===== src/rtl/opmode_pkg.sv =====
package opmode_pkg;

    typedef enum logic [1:0] {
        MODE_ACT   = 2'd0,
        MODE_LP    = 2'd1,
        MODE_PD_WA = 2'd2,
        MODE_PD_WL = 2'd3
    } mode_e;

    typedef enum logic [1:0] {
        CLK_ACTIVE = 2'd0,
        CLK_MF     = 2'd1,
        CLK_PD     = 2'd2
    } clksel_e;

    typedef enum logic {
        ST_SETTLED  = 1'b0,
        ST_STEPPING = 1'b1
    } seq_state_e;

    // Position of a mode along the chain 2-0-1-3.
    function automatic logic [1:0] chain_pos(input logic [1:0] m);
        logic [1:0] p;
        unique case (m)
            2'd2:    p = 2'd0;
            2'd0:    p = 2'd1;
            2'd1:    p = 2'd2;
            default: p = 2'd3;
        endcase
        return p;
    endfunction

    function automatic logic is_neighbour(input logic [1:0] a, input logic [1:0] b);
        logic [2:0] pa;
        logic [2:0] pb;
        pa = {1'b0, chain_pos(a)};
        pb = {1'b0, chain_pos(b)};
        return (pa == pb + 3'd1) || (pb == pa + 3'd1);
    endfunction

endpackage


===== src/rtl/opmode_chain.sv =====
module opmode_chain (
    input  logic [1:0] cur_mode,
    input  logic [1:0] tgt_mode,
    output logic       adjacent,
    output logic       same
);
    import opmode_pkg::*;

    always_comb begin
        adjacent = is_neighbour(cur_mode, tgt_mode);
        same     = (cur_mode == tgt_mode);
    end
endmodule


===== src/rtl/opmode_decode.sv =====
module opmode_decode (
    input  logic [1:0] mode,
    input  logic       wake,
    output logic [1:0] eff_mode,
    output logic       supply_pd,
    output logic [1:0] clk_sel
);
    import opmode_pkg::*;

    mode_e eff;

    always_comb begin
        eff = mode_e'(mode);
        if (mode == MODE_PD_WA && wake) begin
            eff = MODE_ACT;
        end else if (mode == MODE_PD_WL && wake) begin
            eff = MODE_LP;
        end
    end

    always_comb begin
        eff_mode = eff;
        unique case (eff)
            MODE_ACT: begin
                supply_pd = 1'b0;
                clk_sel   = CLK_ACTIVE;
            end
            MODE_LP: begin
                supply_pd = 1'b1;
                clk_sel   = CLK_MF;
            end
            default: begin
                supply_pd = 1'b1;
                clk_sel   = CLK_PD;
            end
        endcase
    end
endmodule


===== src/rtl/opmode_regif.sv =====
module opmode_regif #(
    parameter int ADDR_W  = 4,
    parameter int DATA_W  = 32,
    parameter int REQ_OFF = 0,
    parameter int ACK_OFF = 4,
    parameter int ERR_OFF = 8
) (
    input  logic              bus_we,
    input  logic [ADDR_W-1:0] bus_addr,
    input  logic [DATA_W-1:0] bus_wdata,
    input  logic [1:0]        req_val,
    input  logic [1:0]        ack_val,
    input  logic              err_val,
    output logic              wr_req,
    output logic              wr_err_clr,
    output logic [1:0]        new_mode,
    output logic [DATA_W-1:0] bus_rdata
);
    localparam logic [ADDR_W-1:0] A_REQ = ADDR_W'(REQ_OFF);
    localparam logic [ADDR_W-1:0] A_ACK = ADDR_W'(ACK_OFF);
    localparam logic [ADDR_W-1:0] A_ERR = ADDR_W'(ERR_OFF);
    localparam int PAD_MODE = DATA_W - 2;
    localparam int PAD_ERR  = DATA_W - 1;

    always_comb begin
        wr_req     = bus_we && (bus_addr == A_REQ);
        wr_err_clr = bus_we && (bus_addr == A_ERR) && bus_wdata[0];
        new_mode   = bus_wdata[1:0];
    end

    always_comb begin
        if (bus_addr == A_REQ) begin
            bus_rdata = {{PAD_MODE{1'b0}}, req_val};
        end else if (bus_addr == A_ACK) begin
            bus_rdata = {{PAD_MODE{1'b0}}, ack_val};
        end else if (bus_addr == A_ERR) begin
            bus_rdata = {{PAD_ERR{1'b0}}, err_val};
        end else begin
            bus_rdata = '0;
        end
    end
endmodule


===== src/rtl/opmode_seq.sv =====
module opmode_seq #(
    parameter int ADDR_W  = 4,
    parameter int DATA_W  = 32,
    parameter int REQ_OFF = 0,
    parameter int ACK_OFF = 4,
    parameter int ERR_OFF = 8
) (
    input  logic              clk,
    input  logic              rst_n,
    input  logic              bus_we,
    input  logic [ADDR_W-1:0] bus_addr,
    input  logic [DATA_W-1:0] bus_wdata,
    output logic [DATA_W-1:0] bus_rdata,
    input  logic              supply_ready,
    input  logic              wake_flag,
    output logic              supply_pd_req,
    output logic [1:0]        clk_sel,
    output logic [1:0]        eff_mode
);
    import opmode_pkg::*;

    seq_state_e state_q, state_d;
    logic [1:0] req_q, req_d;
    logic [1:0] ack_q, ack_d;
    logic       err_q, err_d;

    logic       wr_req;
    logic       wr_err_clr;
    logic [1:0] new_mode;
    logic       adjacent;
    logic       same;

    opmode_regif #(
        .ADDR_W (ADDR_W),
        .DATA_W (DATA_W),
        .REQ_OFF(REQ_OFF),
        .ACK_OFF(ACK_OFF),
        .ERR_OFF(ERR_OFF)
    ) u_regif (
        .bus_we    (bus_we),
        .bus_addr  (bus_addr),
        .bus_wdata (bus_wdata),
        .req_val   (req_q),
        .ack_val   (ack_q),
        .err_val   (err_q),
        .wr_req    (wr_req),
        .wr_err_clr(wr_err_clr),
        .new_mode  (new_mode),
        .bus_rdata (bus_rdata)
    );

    opmode_chain u_chain (
        .cur_mode(ack_q),
        .tgt_mode(new_mode),
        .adjacent(adjacent),
        .same    (same)
    );

    // State register
    always_ff @(posedge clk) begin
        if (!rst_n) begin
            state_q <= ST_SETTLED;
            req_q   <= MODE_ACT;
            ack_q   <= MODE_ACT;
            err_q   <= 1'b0;
        end else begin
            state_q <= state_d;
            req_q   <= req_d;
            ack_q   <= ack_d;
            err_q   <= err_d;
        end
    end

    // Transitions: ACCEPT, SETTLE, HOLD
    always_comb begin
        state_d = state_q;
        req_d   = req_q;
        ack_d   = ack_q;
        err_d   = err_q;
        unique case (state_q)
            ST_SETTLED: begin
                if (wr_req && !same) begin
                    if (adjacent) begin
                        req_d   = new_mode;
                        state_d = ST_STEPPING;
                    end else begin
                        err_d = 1'b1;
                    end
                end
            end
            ST_STEPPING: begin
                if (wr_req) begin
                    err_d = 1'b1;
                end
                if (supply_ready) begin
                    ack_d   = req_q;
                    state_d = ST_SETTLED;
                end
            end
            default: state_d = ST_SETTLED;
        endcase
        if (wr_err_clr) begin
            err_d = 1'b0;
        end
    end

    // Outputs
    opmode_decode u_decode (
        .mode     (req_q),
        .wake     (wake_flag),
        .eff_mode (eff_mode),
        .supply_pd(supply_pd_req),
        .clk_sel  (clk_sel)
    );
endmodule


===== config.mk =====
export PLATFORM = sky130hd
export DESIGN_NAME = opmode_seq
export DESIGN_NICKNAME = d
export VERILOG_FILES = /design/src/rtl/opmode_pkg.sv /design/src/rtl/opmode_chain.sv /design/src/rtl/opmode_decode.sv /design/src/rtl/opmode_regif.sv /design/src/rtl/opmode_seq.sv
export SDC_FILE = /design/constraint.sdc
export NUM_CORES = 1
export LEC_CHECK = 0
export ABC_AREA = 0
export CAP_MARGIN = 20
export CORE_AREA = 2 2 42 44
export CTS_CLUSTER_SIZE = 30
export DETAILED_ROUTE_END_ITERATION = 10
export DIE_AREA = 0 0 44 46
export DONT_BUFFER_PORTS = 1
export PLACE_DENSITY = 0.68
export SYNTH_ARGS = -nofsm -noshare
export SYNTH_HDL_FRONTEND = slang
export SYNTH_SLANG_ARGS = --single-unit

===== constraint.sdc =====
create_clock -name clk -period 2.7 [get_ports clk]
set_input_delay 0 -clock clk [delete_from_list [all_inputs] [get_ports clk]]
set_output_delay 0 -clock clk [all_outputs]
set_load 0.02 [all_outputs]

Word level (Yosys, flattened, before mapping)
Cells that the tools add are included.
- bits in registers: 6
- word-level logic and storage cells: 56
- input bits: 41
- output and inout bits: 37
- eq/ne operators: 15
- add/sub/neg operators: 2
- bitwise gates (word level): 2
- muxes and demuxes: 17
- reduce and logical (&&, ||, !) cells: 16
- operators by type and width (cell ; count):
    32-bit two-way mux ; 2
    2-bit case mux with 3 select lines ; 2
    2-bit equality test (second input constant) ; 4
    1-bit two-way mux ; 8
    2-bit by 1-bit adder with 3-bit output (second input constant) ; 2
    2-bit by 1-bit equality test with 1-bit output (second input constant) ; 3
    2-bit by 3-bit equality test with 1-bit output ; 2
    1-bit logical AND ; 6
    2-bit zero test ; 3
    3-bit AND reduction ; 2
    4-bit by 3-bit equality test with 1-bit output (second input constant) ; 1
    4-bit equality test (second input constant) ; 1
    4-bit zero test ; 1
    2-bit two-way mux ; 2
    2-bit inequality test (second input constant) ; 2
    1-bit case mux with 2 select lines ; 2
    2-bit case mux with 2 select lines ; 1
    2-bit equality test ; 1
    2-bit by 1-bit inequality test with 1-bit output (second input constant) ; 1
    1-bit NOT ; 2
    2-bit AND reduction ; 1
    2-bit OR reduction ; 1
    1-bit zero test ; 1
    1-bit logical OR ; 1

Depth between registers and ports, before layout
Gate-level depths: netlist of run 1.
- word-level depth: 8
- gate-level depth with buffers: 7
- gate-level depth less buffers: 7

By module
From an unflattened synthesis of run 1, not the netlist that was laid out.
- cells, all modules: 101
- area, all modules: 823.3 um^2
- by module, submodules not included (module ; sequential area each (um^2) ; cells each ; area each (um^2) ; instances):
    opmode_regif ; 0.0 ; 43 ; 317.8 ; 1
    opmode_seq ; 120.1 ; 27 ; 265.3 ; 1
    opmode_chain ; 0.0 ; 25 ; 196.4 ; 1
    opmode_decode ; 0.0 ; 6 ; 43.8 ; 1

Worst setup path after synthesis of run 1
OpenSTA, ideal clock, no wires.
- path type: flip-flop to flip-flop
- start: register ack_q[1]
- end: register req_q[0]
- cell stages (with the launch flop): 8
- clock period less this slack: 1495 ps
- buffers on the path: 0
- arrival time: 1426 ps
- setup time: 70 ps
- required time: 2630 ps
- setup slack: 1205 ps
- path through: dfxtp_1 inv_1 ha_1 xor2_1 nor3_1 a21o_1 nand3_1 a21oi_1
- longest elaborated chain between the ends: 6
- elaborated cells between the ends (all ways): 12
- classes of those cells: add/sub: 1; eq/ne: 5; mux: 1; reduce/logical: 5
- RTL lines (item ; line ; text):
    from (decl) ; opmode_seq.sv:24 ; logic [1:0] ack_q, ack_d;
    from (signal assigned) ; opmode_seq.sv:69 ; ack_q <= ack_d;
    2-bit by 1-bit equality test with 1-bit output, or another cell as far along ; opmode_pkg.sv:24 ; unique case (m)
    2-bit case mux with 3 select lines ; opmode_pkg.sv:24 ;
    2-bit by 1-bit adder with 3-bit output ; opmode_pkg.sv:38 ; return (pa == pb + 3'd1) || (pb == pa + 3'd1);
    2-bit by 3-bit equality test with 1-bit output ; opmode_pkg.sv:38 ;
    1-bit logical OR ; opmode_pkg.sv:38 ;
    3-bit AND reduction (no source line) (*) ; n/a ;
    to (signal assigned) ; opmode_seq.sv:68 ; req_q <= req_d;
    to (decl) ; opmode_seq.sv:23 ; logic [1:0] req_q, req_d;
Mark *: on every way between the ends. The rest lies on a longest branch, timed or not.
A chain may end at the register's enable or synchronous reset.

Final worst setup path of run 1
Ends and elaborated chain as after synthesis.

==> impl_metrics.yaml, run 1 <==
run_status:
  status: "completed"
global_routing:
  grt_usage: 0.113
  grt_max_degree: 8
  grt-ovfl-total: 0
  grt_pass1_wl_um: 1620
  grt_pass1_vias: 422
  antenna_found_initial: 0
logic_synthesis:
  synth_edf_count: 0
  synth_top_area_share: 0.305
  synth_top_cells_by_area: "buf_4 (31%), dfxtp_1 (16%), ha_1 (8.5%), nor2_1 (4.6%), a21oi_1 (4.1%)"
  yosysMostFrequentCell: "buf_4"
  synth_cell_types: 27
  synth_ff_type: "dfxtp_1"
  ys_warn_count: 0
  async_flop_share: 0
  syn-instance-count: 96
  netlist_area_um2: 738
  avgSynthCellArea_um2: 7.69
  synth_seq_cells: 6
  synth_commonest_cells: "buf_4 (30), nor2_1 (9), a21oi_1 (6), dfxtp_1 (6), inv_1 (6)"
  synth_top_cell_by_area: "buf_4"
  yosysSeqAreaShare: 0.163
cts:
  cts.clk_slew.worst_paths_ns: 0.04
  post-cts-setup-buffers: 0
  numCtsBuffers: 3
  cts-root-buf: "clkbuf_4"
  cts_max_path_buffers: 2
  cts_hold_buf: 4
  clock_sinks: 6
  ctsHtreeMaxLevel: 1
  clk-insertion-delay-late_ns: 0.24
  cts_resized: 0
  cts_tree: "done"
critical_path:
  crit_family: "flip-flops"
  crit_chain: "inv_1 -> ha_1 -> xor2_1 -> nor3_1 -> a21o_1 -> nand3_1 -> a21oi_1"
  reg2reg_slack_ns: 1.04
  timing.critical_path.arrival_ns: 1.83
  cp.required_ns: 2.87
  start_kind: "flop"
  r2r_end: "req_q[0]$_SDFFE_PN0P_"
  r2r-start: "ack_q[1]$_SDFFE_PN0P_"
  critPathMaxFanout: 6
  critPathSlowestCell: "dfxtp_1"
  worst-setup-path-type: "flop to flop"
  path_buf_inv: 1
  r2r_cells: 7
  cpPeakStageDelay_ns: 0.45
  endpoint_kind: "flop"
die:
  row_count: 15
  start_util: 0.457
  die_area_um2: 2020
  io_pins: 78
  die_h_um: 46
  coreArea_um2: 1610
  die_w_um: 44
pwr:
  power_frac_seq: 0.380
  p_sw_frac: 0.346
  pwr-share-comb: 0.292
  leakage_nw: 0.346
  p_int_w: 0.000155
  power_frac_clock: 0.328
  switchingPower_w: 0.0000820
  power_density_nw_per_um2: 337
  peakVddDrop_mv: 0.261
timing:
  setup_viol: 0
  worst_slack_ns: 1.04
  period_minus_slack_ns: 1.66
  timing.setup.tns_ns: 0
  hold_viol: 0
  period_share: 0.614
  clock.fmax_mhz: 603
  maxSlewHeadroom: 0.584
  worst_slew_pin_slew_ns: 0.620
  fin_worst_skew_ns: 0.000731
  finalMaxSlewViolations: 0
  holdWs_ns: 0.0463
  rsz0062_at_grt: "false"
worst_hold_path:
  min_path_cells: 3
  worstHoldEndpoint: "err_q$_SDFFE_PP0P_"
  min_from: "bus_addr[0]"
  hp-class: "input pin to flop"
cells_and_area:
  final_util: 0.435
  num_antenna_cells: 0
  area_delta_synth_final_pct: -4.92
  multi_input_area_um2: 475
  ff_latch_area_um2: 120
  nets: 149
  drive_gt1_frac: 0.0990
  fillers: 180
placement:
  port_buffers: 0
  place_congestion: 0.808
  hpwl_um: 916
  pre_cts_ws_ns: 1.04
drt:
  routed_wl_um: 1090
  ant_nets: 0
  wl_per_cell_um: 9.19
  avgViaCountPerCell: 4.35
  first_pass_iters: 3
  drt-initial-drc-count: 1
  drc_errors: 0
  vias: 513
job:
  drv_cap: 0
[how the worst max path moves through the flow]
| stage | from | slack (ns) | endpoint | cells past startpoint |
|---|---|---|---|---|
| 4_1_cts | ack_q[1]$_SDFFE_PN0P_ | 1.04 | req_q[0]$_SDFFE_PN0P_ | 7 |
| 3_5_place_dp | ack_q[1]$_SDFFE_PN0P_ | 1.04 | req_q[0]$_SDFFE_PN0P_ | 7 |
| 3_3_place_gp | ack_q[1]$_SDFFE_PN0P_ | 1.06 | req_q[1]$_SDFFE_PN0P_ | 7 |
| 6_report | ack_q[1]$_SDFFE_PN0P_ | 1.04 | req_q[0]$_SDFFE_PN0P_ | 7 |
| 2_1_floorplan | ack_q[1]$_SDFFE_PN0P_ | 1.20 | req_q[0]$_SDFFE_PN0P_ | 7 |
| 5_1_grt | ack_q[1]$_SDFFE_PN0P_ | 0.92 | req_q[0]$_SDFFE_PN0P_ | 7 |
[per-layer routing]
layer / up-vias / routed length [µm] / track usage
li1: 264 / - / -
met1: 232 / 409 / 0.111
met2: 17 / 630 / 0.194
met3: 0 / 46 / 0.0278
met4: 0 / 0 / 0.103
met5: - / 0 / 0
[final cells by class]
class                           count  area share
Clock buffer                        3      0.0321
Tap cell                           17      0.0303
Multi-Input combinational cell     82       0.677
Inverter                            6      0.0321
Sequential cell                     6       0.171
Timing Repair Buffer                4      0.0570
[cell families (layout without fill, tap and decap cells)]
logic type	count (synthesis)	in the layout	share of synthesized area
compound gates	13	13	0.120
xor+xnor	5	5	0.0593
fa+ha+maj	5	5	0.0847
buf+inv	37	13	0.341
flops	6	6	0.163
mux	2	2	0.0271
other cells	1	30	0.00508
simple gates	27	27	0.200
[worst min-delay path, delay by kind of cell]
kind	cells	cell delay [ns]
AND/OR/NAND/NOR	1	0.07
AO/OA/AOI/OAI	2	0.17
[registers in the layout, summed over array words and instances (netlist names)]
register,cells
err_q,1
req_q,2
state_q,1
ack_q,2
[power by group through the flow]
stage	sequential, W	combinational (W)	clock (W)
after floorplan	0.0000913	0.0000929	0
after global placement	0.0000915	0.0000622	0
after detailed placement	0.0000915	0.0000628	0
after CTS	0.0000900	0.0000686	0.0000839
after global routing	0.0000899	0.0000758	0.0000917
final	0.0000901	0.0000691	0.0000777
[layout by cell type (no fill, tap or decap)]
| cell | n |
|---|---|
| nor4_2 | 1 |
| o21ai_2 | 2 |
| conb_1 | 30 |
| inv_1 | 6 |
| xor2_1 | 3 |
| nor3_1 | 2 |
| and2_1 | 1 |
| o21a_1 | 1 |
| xnor2_1 | 2 |
| dfxtp_1 | 6 |
| clkbuf_4 | 3 |
| o41a_2 | 1 |
| nand2_1 | 4 |
| o21ai_0 | 1 |
| or3_4 | 1 |
| nand3_1 | 4 |
| a21oi_1 | 6 |
| or4_4 | 1 |
| o22a_1 | 1 |
| nor2_1 | 9 |
| nand2b_1 | 2 |
| nor2b_1 | 1 |
| or2b_2 | 1 |
| mux2i_1 | 2 |
| ha_1 | 5 |
| dlygate4sd3_1 | 4 |
| a21o_1 | 1 |
[metrics by stage]
step           total power [W]  area, µm²  cells
2_1_floorplan         0.000184        847    125
3_3_place_gp          0.000154        639    111
3_5_place_dp          0.000154        639    111
4_1_cts               0.000242        702    118
5_1_grt               0.000257        702    118
6_report              0.000237        702    118
Note: power is estimated with default switching activity, not from simulation.
==> inputs of run 2 (changes only) <==
==> constraint.sdc (replaced) <==
create_clock -name clk -period 1.55 [get_ports clk]
set_input_delay 0 -clock clk [delete_from_list [all_inputs] [get_ports clk]]
set_output_delay 0 -clock clk [all_outputs]
set_load 0.02 [all_outputs]
==> impl_metrics.yaml, run 2 (synthesized netlist as in run 1, its figures left out) <==
run_status:
  status: "completed"
die:
  die_h_um: 46
  die_area_um2: 2020
  io_pins: 78
  coreArea_um2: 1610
  start_util: 0.457
  die_w_um: 44
  row_count: 15
critical_path:
  timing.critical_path.arrival_ns: 1.62
  start_kind: "flop"
  cp.required_ns: 1.68
  reg2reg_slack_ns: 0.05
  critPathMaxFanout: 4
  worst-setup-path-type: "flop to flop"
  r2r_cells: 6
  r2r_end: "req_q[1]$_SDFFE_PN0P_"
  r2r-start: "ack_q[0]$_SDFFE_PN0P_"
  startpoint: "ack_q[0]$_SDFFE_PN0P_"
  endpoint_kind: "flop"
drt:
  first_pass_iters: 4
  drc_errors: 0
  routed_wl_um: 1180
  avgViaCountPerCell: 4.46
  ant_nets: 0
  vias: 544
  wl_per_cell_um: 9.70
  drt-initial-drc-count: 11
global_routing:
  antenna_found_initial: 0
  gr-usage-met3: 0.0198
  met2_usage: 0.218
  grt_pass1_vias: 435
  grt_use_met1: 0.126
  grt_usage: 0.122
  grt_pass1_wl_um: 1770
  busiest_layer: "met2"
  grt_max_degree: 8
  grt-ovfl-total: 0
pwr:
  leakage_nw: 0.375
  power_density_nw_per_um2: 538
  peakVddDrop_mv: 0.331
  power_w: 0.000427
timing:
  hold_viol: 0
  rsz0062_at_grt: "false"
  period_minus_slack_ns: 1.50
  fin_worst_skew_ns: 0.00728
  setup_viol: 0
  timing.setup.tns_ns: 0
  finalMaxSlewViolations: 0
  clock.fmax_mhz: 668
  holdWs_ns: 0.0300
  period_share: 0.966
placement:
  place_congestion: 0.793
  port_buffers: 0
  hpwl_um: 965
cts:
  post-cts-setup-buffers: 0
  ctsHtreeMaxLevel: 1
  cts-root-buf: "clkbuf_4"
  cts_tree: "done"
  clock_sinks: 6
  numCtsBuffers: 3
  cts.clk_slew.worst_paths_ns: 0.05
  clk-insertion-delay-late_ns: 0.24
  cts_max_path_buffers: 2
job:
  drv_cap: 0
cells_and_area:
  largestRegisters: "ack_q (2), req_q (2)"
  num_antenna_cells: 0
  nets: 153
  layout_common_cells: "conb_1 (30), nor2_1 (7), inv_1 (6)"
  area_delta_synth_final_pct: 7.63
  final_common_cell: "conb_1"
  fillers: 165
  drive_gt1_frac: 0.248
worst_hold_path:
  min_path_cells: 3
  min_from: "bus_addr[0]"
  worstHoldEndpoint: "err_q$_SDFFE_PP0P_"
  hp-class: "input pin to flop"
[run 2: cell count changes in the layout (fill, tap and decap cells not counted), sizes merged]
| cell | before | now |
|---|---|---|
| buf | 0 | 4 |
[run 2: area by class of cell]
type / instances / area [µm²] / share of cell area
flip-flops and latches: 6 / 125 / 0.157
repair buffers: 8 / 70.1 / 0.0882
clock buffers: 3 / 22.5 / 0.0283
multi-input cells: 82 / 533 / 0.671
well taps: 17 / 21.3 / 0.0268
inverters: 6 / 22.5 / 0.0283
[run 2: per-stage QoR]
step	util	instances	worst slack [ns]	area, µm²
floorplan	-	125	0.0547	847
detailed placement	0.415	115	0.0226	669
global route	0.492	122	0.00738	795
finish	0.492	122	0.0532	795
global placement	0.415	115	0.0579	669
CTS	0.453	122	0.0138	732
[run 2: where the power goes]
group | switching [W] | internal [W] | leakage, nW | total [W]
Clock | 0.0000539 | 0.0000874 | 0.0138 | 0.000141
Combinational | 0.0000995 | 0.0000318 | 0.312 | 0.000131
Sequential | 0.000000788 | 0.000154 | 0.0497 | 0.000155
[run 2: worst max-delay path by stage]
stage,depth (start not counted),endpoint,slack (ns)
final,6,req_q[1]$_SDFFE_PN0P_,0.05
after global routing,6,req_q[1]$_SDFFE_PN0P_,0.007
after CTS,6,req_q[1]$_SDFFE_PN0P_,0.01
after detailed placement,6,req_q[1]$_SDFFE_PN0P_,0.02
after global placement,6,req_q[1]$_SDFFE_PN0P_,0.06
after floorplan,7,req_q[0]$_SDFFE_PN0P_,0.05
[run 2: worst max-delay path, cell delays in order (launching register included)]
cell and delay, ns:
dfxtp_4 0.37, buf_4 0.13, xor2_2 0.15, nor2_2 0.07, or4_4 0.44, o21ai_2 0.16, a21oi_2 0.06
[run 2: timing repair]
action | 4_1_cts | 5_1_grt
hold endpoints to repair | 6 | 0
hold buffers | 4 | 0
gates resized for setup | 0 | 13
endpoints found under the setup margin | 0 | 3
[run 2: routing by layer]
layer  share of wire  vias to the layer above
met5               0                        -
met4          0.0085                        0
met2            0.57                       22
li1                -                      271
met3           0.054                        2
met1            0.37                      249
==> inputs of run 3 (changes only) <==
==> constraint.sdc (replaced) <==
create_clock -name clk -period 1.55 [get_ports clk]
set_input_delay 0.0775 -clock clk [delete_from_list [all_inputs] [get_ports clk]]
set_output_delay 0.0775 -clock clk [all_outputs]
set_load 0.02 [all_outputs]
==> impl_metrics.yaml, run 3 (synthesized netlist as in run 1, its figures left out) <==
timing:
  hold_viol: 0
  rsz0062_at_grt: "false"
  timing.setup.tns_ns: 0
  finalMaxSlewViolations: 0
  setup_viol: 0
  fin_worst_skew_ns: 0.00718
  period_minus_slack_ns: 1.50
  clock.fmax_mhz: 668
  holdWs_ns: 0.00417
  period_share: 0.966
  worst_slack_ns: 0.0523
cells_and_area:
  nets: 153
  multi_input_area_um2: 533
  final_common_cell: "conb_1"
  num_antenna_cells: 0
  fillers: 165
  drive_gt1_frac: 0.248
  layout_common_cells: "conb_1 (30), nor2_1 (7), inv_1 (6)"
  ff_latch_area_um2: 125
  area_delta_synth_final_pct: 7.63
  final_area_um2: 795
  largestRegisters: "ack_q (2), req_q (2)"
pwr:
  peakVddDrop_mv: 0.331
  power_density_nw_per_um2: 536
  leakage_nw: 0.375
critical_path:
  worst-setup-path-type: "flop to flop"
  critPathSlowestCell: "or4_4"
  crit_chain: "buf_4 -> xor2_2 -> nor2_2 -> or4_4 -> o21ai_2 -> a21oi_2"
  cpPeakStageDelay_ns: 0.44
  endpoint_kind: "flop"
  start_kind: "flop"
  timing.critical_path.arrival_ns: 1.62
  critPathMaxFanout: 4
  cp.required_ns: 1.68
cts:
  ctsHtreeMaxLevel: 1
  clock_sinks: 6
  cts_max_path_buffers: 2
  cts.clk_slew.worst_paths_ns: 0.04
  cts_tree: "done"
  post-cts-setup-buffers: 0
  clk-insertion-delay-late_ns: 0.24
  numCtsBuffers: 3
  cts-root-buf: "clkbuf_4"
global_routing:
  grt_max_degree: 8
  antenna_found_initial: 0
  grt_pass1_vias: 433
  grt-ovfl-total: 0
  grt_pass1_wl_um: 1770
  grt_usage: 0.122
die:
  die_area_um2: 2020
  die_w_um: 44
  coreArea_um2: 1610
  start_util: 0.457
  io_pins: 78
  die_h_um: 46
  row_count: 15
drt:
  drt-initial-drc-count: 8
  ant_nets: 0
  routed_wl_um: 1190
  avgViaCountPerCell: 4.46
  drc_errors: 0
  first_pass_iters: 4
  vias: 544
  wl_per_cell_um: 9.73
placement:
  hpwl_um: 965
  port_buffers: 0
  pre_cts_ws_ns: 0.0226
  place_congestion: 0.793
  place_area_um2: 669
worst_hold_path:
  hp-class: "input pin to flop"
run_status:
  status: "completed"
job:
  drv_cap: 0
==> run 3: cell counts in the layout (fill, tap and decap cells not counted) <==
No cell type changed its count.
==> run 3: worst max-delay path, delay by kind of cell (launching register included) <==
kind / cells / cell delay [ns]
buffers and inverters: 1 / 0.13
AO/OA/AOI/OAI: 2 / 0.22
XOR/XNOR: 1 / 0.15
flip-flops: 1 / 0.37
AND/OR/NAND/NOR: 2 / 0.51
==> run 3: per-layer routing <==
layer  wire length, µm  global-route usage  up-vias
met2               678               0.215       19
li1                  -                   -      271
met4                10              0.0970        0
met3                58              0.0198        2
met1               439               0.128      252
met5                 0                   0        -
==> run 3: area by class of cell <==
| cell class | count | area share |
|---|---|---|
| clock buffer | 3 | 0.0283 |
| inverter | 6 | 0.0283 |
| multi-input combinational | 82 | 0.671 |
| sequential | 6 | 0.157 |
| tap | 17 | 0.0268 |
| timing repair buffer | 8 | 0.0882 |
==> run 3: path summary, 6_finish.rpt <==
check,startpoint,to,slack (ns),depth (start not counted)
max,ack_q[0]$_SDFFE_PN0P_,req_q[1]$_SDFFE_PN0P_,0.05,6
min,supply_ready,ack_q[1]$_SDFFE_PN0P_,0.004,2
max reg2reg,ack_q[0]$_SDFFE_PN0P_,req_q[1]$_SDFFE_PN0P_,0.05,6
min reg2reg,ack_q[0]$_SDFFE_PN0P_,ack_q[0]$_SDFFE_PN0P_,0.51,2
==> run 3: what timing repair did <==
item                                    CTS  global route
hold buffers                              3             1
endpoints found under the setup margin    0             3
endpoints found under the hold margin     3             1
resized for setup                         0            13
==> run 3: power breakdown <==
| part | internal (W) | switching, W | total, W |
|---|---|---|---|
| clock network | 0.0000874 | 0.0000538 | 0.000141 |
| logic | 0.0000318 | 0.0000984 | 0.000130 |
| registers | 0.000154 | 0.000000789 | 0.000155 |
==> run 3: metrics by stage <==
stage	utilization	power (W)	cells
after floorplan	-	0.000321	125
final	0.492	0.000426	122
after detailed placement	0.415	0.000270	115
after global placement	0.415	0.000268	115
after CTS	0.447	0.000423	121
after global routing	0.492	0.000458	122
